**src/rtl/sync_strip_pkg.sv**
```systemverilog
package sync_strip_pkg;
  typedef enum logic [1:0] {
    MODE_MONO   = 2'd0,
    MODE_BISYNC = 2'd1,
    MODE_FRAME  = 2'd2,
    MODE_RSVD   = 2'd3
  } rx_mode_e;
endpackage

```
**src/rtl/sync_strip_policy.sv**
```systemverilog
module sync_strip_policy
  import sync_strip_pkg::*;
#(
  parameter int W = 8
) (
  input  logic [W-1:0] in_byte,
  input  logic [W-1:0] sync_byte,
  input  logic         strip_en,
  input  logic [1:0]   mode,
  input  logic         six_bit,
  input  logic         start_of_data,
  output logic         is_sync,
  output logic         drop_mode,
  output logic         hold_mode
);
  rx_mode_e mode_e;
  logic     full_match;

  always_comb begin
    mode_e = rx_mode_e'(mode);
    // Full-width compare regardless of the six-bit option.
    full_match = (in_byte == sync_byte);
    is_sync    = full_match && !start_of_data;
    drop_mode  = 1'b0;
    hold_mode  = 1'b0;
    unique case (mode_e)
      MODE_MONO: begin
        drop_mode = strip_en && !six_bit;
        hold_mode = strip_en && six_bit;
      end
      MODE_BISYNC: begin
        drop_mode = strip_en && !six_bit;
      end
      default: begin
        drop_mode = 1'b0;
        hold_mode = 1'b0;
      end
    endcase
  end
endmodule

```
**src/rtl/sync_strip_hold.sv**
```systemverilog
module sync_strip_hold #(
  parameter int W = 8
) (
  input  logic         clk,
  input  logic         rst_n,
  input  logic         rx_en,
  input  logic         take,
  input  logic         is_sync,
  input  logic         hold_mode,
  input  logic [W-1:0] in_byte,
  output logic         held_v,
  output logic [W-1:0] held_byte,
  output logic         pend_v,
  output logic [W-1:0] pend_byte,
  output logic         release_now
);
  logic         held_v_n;
  logic [W-1:0] held_byte_n;
  logic         pend_v_n;
  logic [W-1:0] pend_byte_n;
  logic         held_ce;
  logic         pend_ce;

  always_comb begin
    release_now = rx_en && hold_mode && take && !is_sync && held_v;
    held_v_n    = held_v;
    held_byte_n = held_byte;
    held_ce     = 1'b0;
    if (!rx_en || !hold_mode) begin
      held_v_n = 1'b0;
    end else if (take && is_sync) begin
      held_v_n    = 1'b1;
      held_byte_n = in_byte;
      held_ce     = 1'b1;
    end else if (release_now) begin
      held_v_n = 1'b0;
    end
    pend_v_n    = rx_en && release_now;
    pend_byte_n = in_byte;
    pend_ce     = release_now;
  end

  always_ff @(posedge clk or negedge rst_n) begin
    if (!rst_n) begin
      held_v <= 1'b0;
      pend_v <= 1'b0;
    end else begin
      held_v <= held_v_n;
      pend_v <= pend_v_n;
    end
  end

  always_ff @(posedge clk or negedge rst_n) begin
    if (!rst_n) begin
      held_byte <= '0;
    end else if (held_ce) begin
      held_byte <= held_byte_n;
    end
  end

  always_ff @(posedge clk or negedge rst_n) begin
    if (!rst_n) begin
      pend_byte <= '0;
    end else if (pend_ce) begin
      pend_byte <= pend_byte_n;
    end
  end

  // Environment rule: a released data byte needs one idle cycle to leave.
  assert_gap_R5: assert property (@(posedge clk) disable iff (!rst_n)
    pend_v |-> !take);
endmodule

```
**src/rtl/sync_strip_out.sv**
```systemverilog
module sync_strip_out #(
  parameter int W = 8
) (
  input  logic         rx_en,
  input  logic         take,
  input  logic [W-1:0] in_byte,
  input  logic         is_sync,
  input  logic         drop_mode,
  input  logic         hold_mode,
  input  logic         held_v,
  input  logic [W-1:0] held_byte,
  input  logic         pend_v,
  input  logic [W-1:0] pend_byte,
  output logic         we,
  output logic [W-1:0] data
);
  always_comb begin
    we   = 1'b0;
    data = in_byte;
    if (rx_en) begin
      if (pend_v) begin
        we   = 1'b1;
        data = pend_byte;
      end else if (take) begin
        if (hold_mode) begin
          we   = !is_sync;
          data = held_v ? held_byte : in_byte;
        end else begin
          we   = !(drop_mode && is_sync);
          data = in_byte;
        end
      end
    end
  end
endmodule

```
**src/rtl/sync_strip.sv**
```systemverilog
module sync_strip
  import sync_strip_pkg::*;
#(
  parameter int W = 8
) (
  input  logic         clk,
  input  logic         rst_n,
  input  logic         rx_en,
  input  logic         in_valid,
  input  logic [W-1:0] in_byte,
  input  logic [W-1:0] sync_byte,
  input  logic         strip_en,
  input  logic [1:0]   mode,
  input  logic         six_bit,
  input  logic         start_of_data,
  output logic         fifo_we,
  output logic [W-1:0] fifo_data,
  output logic         crc_inc
);
  logic         take;
  logic         is_sync;
  logic         drop_mode;
  logic         hold_mode;
  logic         held_v;
  logic [W-1:0] held_byte;
  logic         pend_v;
  logic [W-1:0] pend_byte;
  logic         release_now;
  logic         we;

  assign take = in_valid && rx_en;

  sync_strip_policy #(.W(W)) u_policy (
    .in_byte(in_byte), .sync_byte(sync_byte), .strip_en(strip_en),
    .mode(mode), .six_bit(six_bit), .start_of_data(start_of_data),
    .is_sync(is_sync), .drop_mode(drop_mode), .hold_mode(hold_mode)
  );

  sync_strip_hold #(.W(W)) u_hold (
    .clk(clk), .rst_n(rst_n), .rx_en(rx_en), .take(take),
    .is_sync(is_sync), .hold_mode(hold_mode), .in_byte(in_byte),
    .held_v(held_v), .held_byte(held_byte), .pend_v(pend_v),
    .pend_byte(pend_byte), .release_now(release_now)
  );

  sync_strip_out #(.W(W)) u_out (
    .rx_en(rx_en), .take(take), .in_byte(in_byte), .is_sync(is_sync),
    .drop_mode(drop_mode), .hold_mode(hold_mode), .held_v(held_v),
    .held_byte(held_byte), .pend_v(pend_v), .pend_byte(pend_byte),
    .we(we), .data(fifo_data)
  );

  assign fifo_we = we;
  assign crc_inc = we;

  assert_drop_R1: assert property (@(posedge clk) disable iff (!rst_n)
    (take && drop_mode && (in_byte == sync_byte) && !start_of_data && !pend_v)
      |-> !fifo_we);

  assert_release_order_R5: assert property (@(posedge clk) disable iff (!rst_n)
    release_now |=> (!rx_en || (fifo_we && fifo_data == $past(in_byte))));

  assert_bisync_six_R6: assert property (@(posedge clk) disable iff (!rst_n)
    (take && mode == 2'd1 && six_bit && !pend_v)
      |-> (fifo_we && fifo_data == in_byte));

  assert_frame_pass_R7: assert property (@(posedge clk) disable iff (!rst_n)
    (take && mode[1] && !pend_v) |-> (fifo_we && fifo_data == in_byte));

  assert_quiet_R9: assert property (@(posedge clk) disable iff (!rst_n)
    !rx_en |-> (!fifo_we && !crc_inc));
endmodule

```
**config.mk**
```make
export PLATFORM = sky130hd
export DESIGN_NAME = sync_strip
export DESIGN_NICKNAME = d
export VERILOG_FILES = /design/src/rtl/sync_strip_pkg.sv /design/src/rtl/sync_strip_policy.sv /design/src/rtl/sync_strip_hold.sv /design/src/rtl/sync_strip_out.sv /design/src/rtl/sync_strip.sv
export SDC_FILE = /design/constraint.sdc
export NUM_CORES = 1
export LEC_CHECK = 0
export ABC_AREA = 0
export BUFFER_PORTS_ARGS = -buffer_cell sky130_fd_sc_hd__buf_2
export CAP_MARGIN = 5
export CORE_MARGIN = 1
export CORE_UTILIZATION = 45
export DETAILED_ROUTE_END_ITERATION = 8
export GPL_ROUTABILITY_DRIVEN = 0
export PLACE_DENSITY = 0.75
export SYNTH_ARGS = -nofsm -noshare
export SYNTH_HDL_FRONTEND = slang
export SYNTH_HIERARCHICAL = 1
export SYNTH_SLANG_ARGS = --single-unit
```
**constraint.sdc**
```tcl
create_clock -name clk -period 2.9 [get_ports clk]
set_clock_uncertainty 0.1 [all_clocks]
set_input_delay 0.87 -clock clk [delete_from_list [all_inputs] [get_ports clk]]
set_output_delay 0.87 -clock clk [all_outputs]
set_load 0.005 [all_outputs]
```
# Word-level counts from Yosys, hierarchy flattened
# Cells that the tools add are included.
[word_totals]
ff_bits = 18
in_bits = 25
out_inout_bits = 10
[op_classes]
n_eq_ne = 2
n_mux = 16
bitwise = 1
reduce_logical = 22
[op_table]
columns = ["op", "count"]
rows = [
  ["$mux 8", 5],
  ["$logic_and 1x1->1", 11],
  ["$mux 1", 11],
  ["$eq 8x8->1", 1],
  ["$logic_not 1->1", 6],
  ["$reduce_and 3->1", 1],
  ["$reduce_bool 3->1", 1],
  ["$eq 2x1->1 const B", 1],
  ["$logic_not 2->1", 1],
  ["$reduce_or 2->1", 1],
  ["$logic_or 1x1->1", 1],
  ["$not 1->1", 1],
]

# Logic depth before layout (Yosys ltp)
[depth]
depth_word = 9
depth_mapped = 7
ltp_nobuf = 6

# By module
# Netlist, hierarchy kept.
[by_module_without_submodules]
columns = ["module", "n_inst", "cells_per_inst", "area_each_um2"]
rows = [
  ["sync_strip_hold", 1, 43, 713.2],
  ["sync_strip_out", 1, 22, 265.3],
  ["sync_strip_policy", 1, 13, 111.4],
  ["sync_strip", 1, 2, 13.8],
]

# Worst setup path before layout
# OpenSTA, ideal clock, no wires.
[synth_path]
kind = "input port to output port"
from = "input mode[0]"
to = "output fifo_data[0]"
arrival_time_ps = 1940
t_required_ps = 1930
slack_ps = -10
cell_stages = 4
n_path_buf = 0
cell_sequence = "nor4bb_1 -> and3_4 -> o21ai_4 -> mux2_2"
[synth_via]
elab_chain_cells = 6
[synth_rtl]
columns = ["item", "line", "rtl"]
rows = [
  ["start, declared", "sync_strip.sv:13", "input logic [1:0] mode,"],
  ["$logic_not 2->1", "sync_strip_policy.sv:26", "unique case (mode_e)"],
  ["$mux 1", "sync_strip_policy.sv:26", ""],
  ["$mux 8", "sync_strip_out.sv:25", "if (hold_mode) begin"],
  ["$mux 8", "sync_strip_out.sv:24", "end else if (take) begin"],
  ["$mux 8", "sync_strip_out.sv:21", "if (pend_v) begin"],
  ["$mux 8", "sync_strip_out.sv:20", "if (rx_en) begin"],
  ["end, declared", "sync_strip.sv:17", "output logic [W-1:0] fifo_data,"],
]
# No other way between the ends.

# Worst setup path after layout
[layout_path]
from = "input mode[1]"
to = "output fifo_data[6]"
[layout_via]
elab_chain_cells = 6
[layout_rtl]
columns = ["item", "line", "rtl"]
rows = [
  ["$logic_not 2->1", "sync_strip_policy.sv:26", ""],
  ["$mux 1", "sync_strip_policy.sv:26", ""],
  ["net hold_mode", "sync_strip.sv:23", "logic hold_mode;"],
  ["$mux 8", "sync_strip_out.sv:25", ""],
  ["$mux 8", "sync_strip_out.sv:24", ""],
  ["$mux 8", "sync_strip_out.sv:21", ""],
  ["$mux 8", "sync_strip_out.sv:20", ""],
]
# The timed path passes the listed nets, and every way through them passes these cells.

==> flow_summary.json <==
{
  "status": "complete, but fails checks",
  "failed_checks": "setup timing",
  "numCtsBuffers": 3,
  "vdd_ir_drop_max_uv": 241,
  "synth_warnings": 6,
  "drive_gt1_share_pct": 73.2,
  "io_buffers": 34,
  "cts_root_buffer": "clkbuf_4",
  "required_ps": 1930,
  "grtUsageTotal_pct": 20.4,
  "fmax_mhz": 323,
  "clockBufferDepth": 2,
  "maxCapViolCount": 0,
  "first_pass_iters": 4,
  "p_per_area_nw_per_um2": 299,
  "ant_nets": 0,
  "fin_crit_sh_pct": 107,
  "grt-ovfl-total": 0,
  "grt_pass1_wl_um": 3800,
  "layout.nets": 154,
  "drc": 0,
  "finalHoldViolations": 0,
  "hold_buffers": 0,
  "syn-num-nets": 104,
  "slew_viol_final": 0,
  "ios": 35,
  "drt-initial-drc-count": 4,
  "design_area_um2": 1560,
  "antenna_found_initial": 0,
  "crit_path_end_kind": "primary output",
  "dr_total_vias": 799,
  "dr_wl_met2_um": 1110,
  "crit_type": "primary input to primary output",
  "hold_slack_ps": 397,
  "post-place-cells": 148,
  "leakage_nw": 0.803,
  "power_w": 0.000465,
  "post_drt_wl_per_cell_um": 14.9,
  "die_w_um": 51.4,
  "slew-limit-headroom_pct": 57.6,
  "grt_pass1_vias": 835,
  "period_needed_ps": 3100,
  "grt_max_degree": 19,
  "worstMarginPinSlew_ps": 636,
  "routed_wirelength_um": 2320,
  "netlist_area_um2": 1100,
  "cp.arrival_ps": 2130,
  "area_growth_pct": 41.4,
  "wl_met3_um": 103,
  "drt-met1-wl_um": 1080,
  "cts_tree": "done",
  "clk_pin_slew_worst_paths_ps": 90,
  "synth.avg_cell_area_um2": 13.9,
  "cts_sinks": 18,
  "hpwl_um": 1670,
  "fin_ws_ps": -200,
  "synth_cells": 79,
  "crit_slowest_cell": "mux2_4",
  "routed.top_layer": "met4",
  "diodes": 0,
  "clk_latency_ps": 290,
  "routed_via_density": 5.15,
  "slowest_delay_ps": 300,
  "start_util_pct": 48.8,
  "core_area_um2": 2250,
  "place_area_um2": 1370,
  "startpoint_type": "primary input",
  "htree_levels": 1,
  "finalSetupViolCount": 10,
  "num-fill-cells": 179,
  "hold_path.class": "primary input to asynchronous set/reset pin",
  "rsz0062_at_grt": "true",
  "die_y_um": 51.4,
  "dieArea_um2": 2650,
  "path_max_fanout": 8,
  "worst_path_most_repeated_cell": "buf_6",
  "rows": 17,
  "crit_path_cell_trace": "buf_6 > nor4bb_4 > and3_4 > o21ai_4 > buf_12 > mux2_4 > buf_6",
  "finalNonFillerCells": 155
}
==> path summary, 6_finish.rpt <==
check	start	end	slack (ps)	cells past startpoint
worst max-delay path	mode[1]	fifo_data[6]	-200	7
worst min-delay path	rst_n	u_hold/held_byte[0]	400	1
worst max register to register	u_hold/held_v	u_hold/pend_byte[3]	1330	3
worst min register to register	u_hold/held_byte[1]	u_hold/held_byte[1]	420	1
max in group asynchronous	rst_n	u_hold/held_byte[4]	2020	1
min in group clk	u_hold/held_byte[1]	u_hold/held_byte[1]	420	1
==> per-stage QoR <==
step	setup WS [ps]	utilization, %	setup TNS [ps]
after global placement	-308	60.7	-2750
after floorplan	67.9	-	0
after detailed placement	-357	60.7	-3240
after global routing	-236	69.0	-1930
final	-200	69.0	-1430
after CTS	-218	66.8	-1640
==> placed cells by master, fill, tap and decap left out, types with 2 or more instances in the layout <==
cell type / count
buf_2: 27
buf_4: 13
buf_6: 6
clkbuf_4: 3
dfrtp_1: 18
mux2_2: 15
mux2_4: 17
nand2_1: 2
nand4_1: 2
xnor2_1: 2
xnor2_2: 3
xnor2_4: 2
==> power breakdown <==
group	internal, W	leakage (nW)	switching (W)
Combinational	0.0000549	0.538	0.0000390
Sequential	0.000251	0.252	0.0000000543
Clock	0.0000483	0.0138	0.0000715
==> per-layer routing <==
metal  vias to the layer above  track usage, %
met4                         0            9.46
met3                         4            1.79
li1                        383               -
met2                        29            34.4
met5                         -               0
met1                       383            26.3
==> worst max-delay path, delay by kind of cell <==
| kind | cells | cell delay (ps) |
|---|---|---|
| buffers and inverters | 3 | 380 |
| muxes | 1 | 300 |
| and+or+nand+nor | 2 | 520 |
| AOI/OAI and AO/OA | 1 | 60 |
==> area by class of cell <==
type	count	area, µm²	area share, %
clock buffers	3	22.5	1.45
inverters	1	3.75	0.241
multi-input cells	57	708	45.5
flip-flops and latches	18	450	29.0
well taps	28	35.0	2.25
repair buffers	48	335	21.6
==> what timing repair did <==
action,4_1_cts,5_1_grt
endpoints found under the setup margin,10,10
gates cloned,0,0
pin swaps,8,4
buffers inserted,4,0
gates resized for setup,15,7
==> registers in the layout, indices dropped and copies added (netlist names) <==
signal            count
u_hold/held_v         1
u_hold/pend_v         1
u_hold/held_byte      8
u_hold/pend_byte      8
No activity file was read; power rests on OpenSTA's default activity.
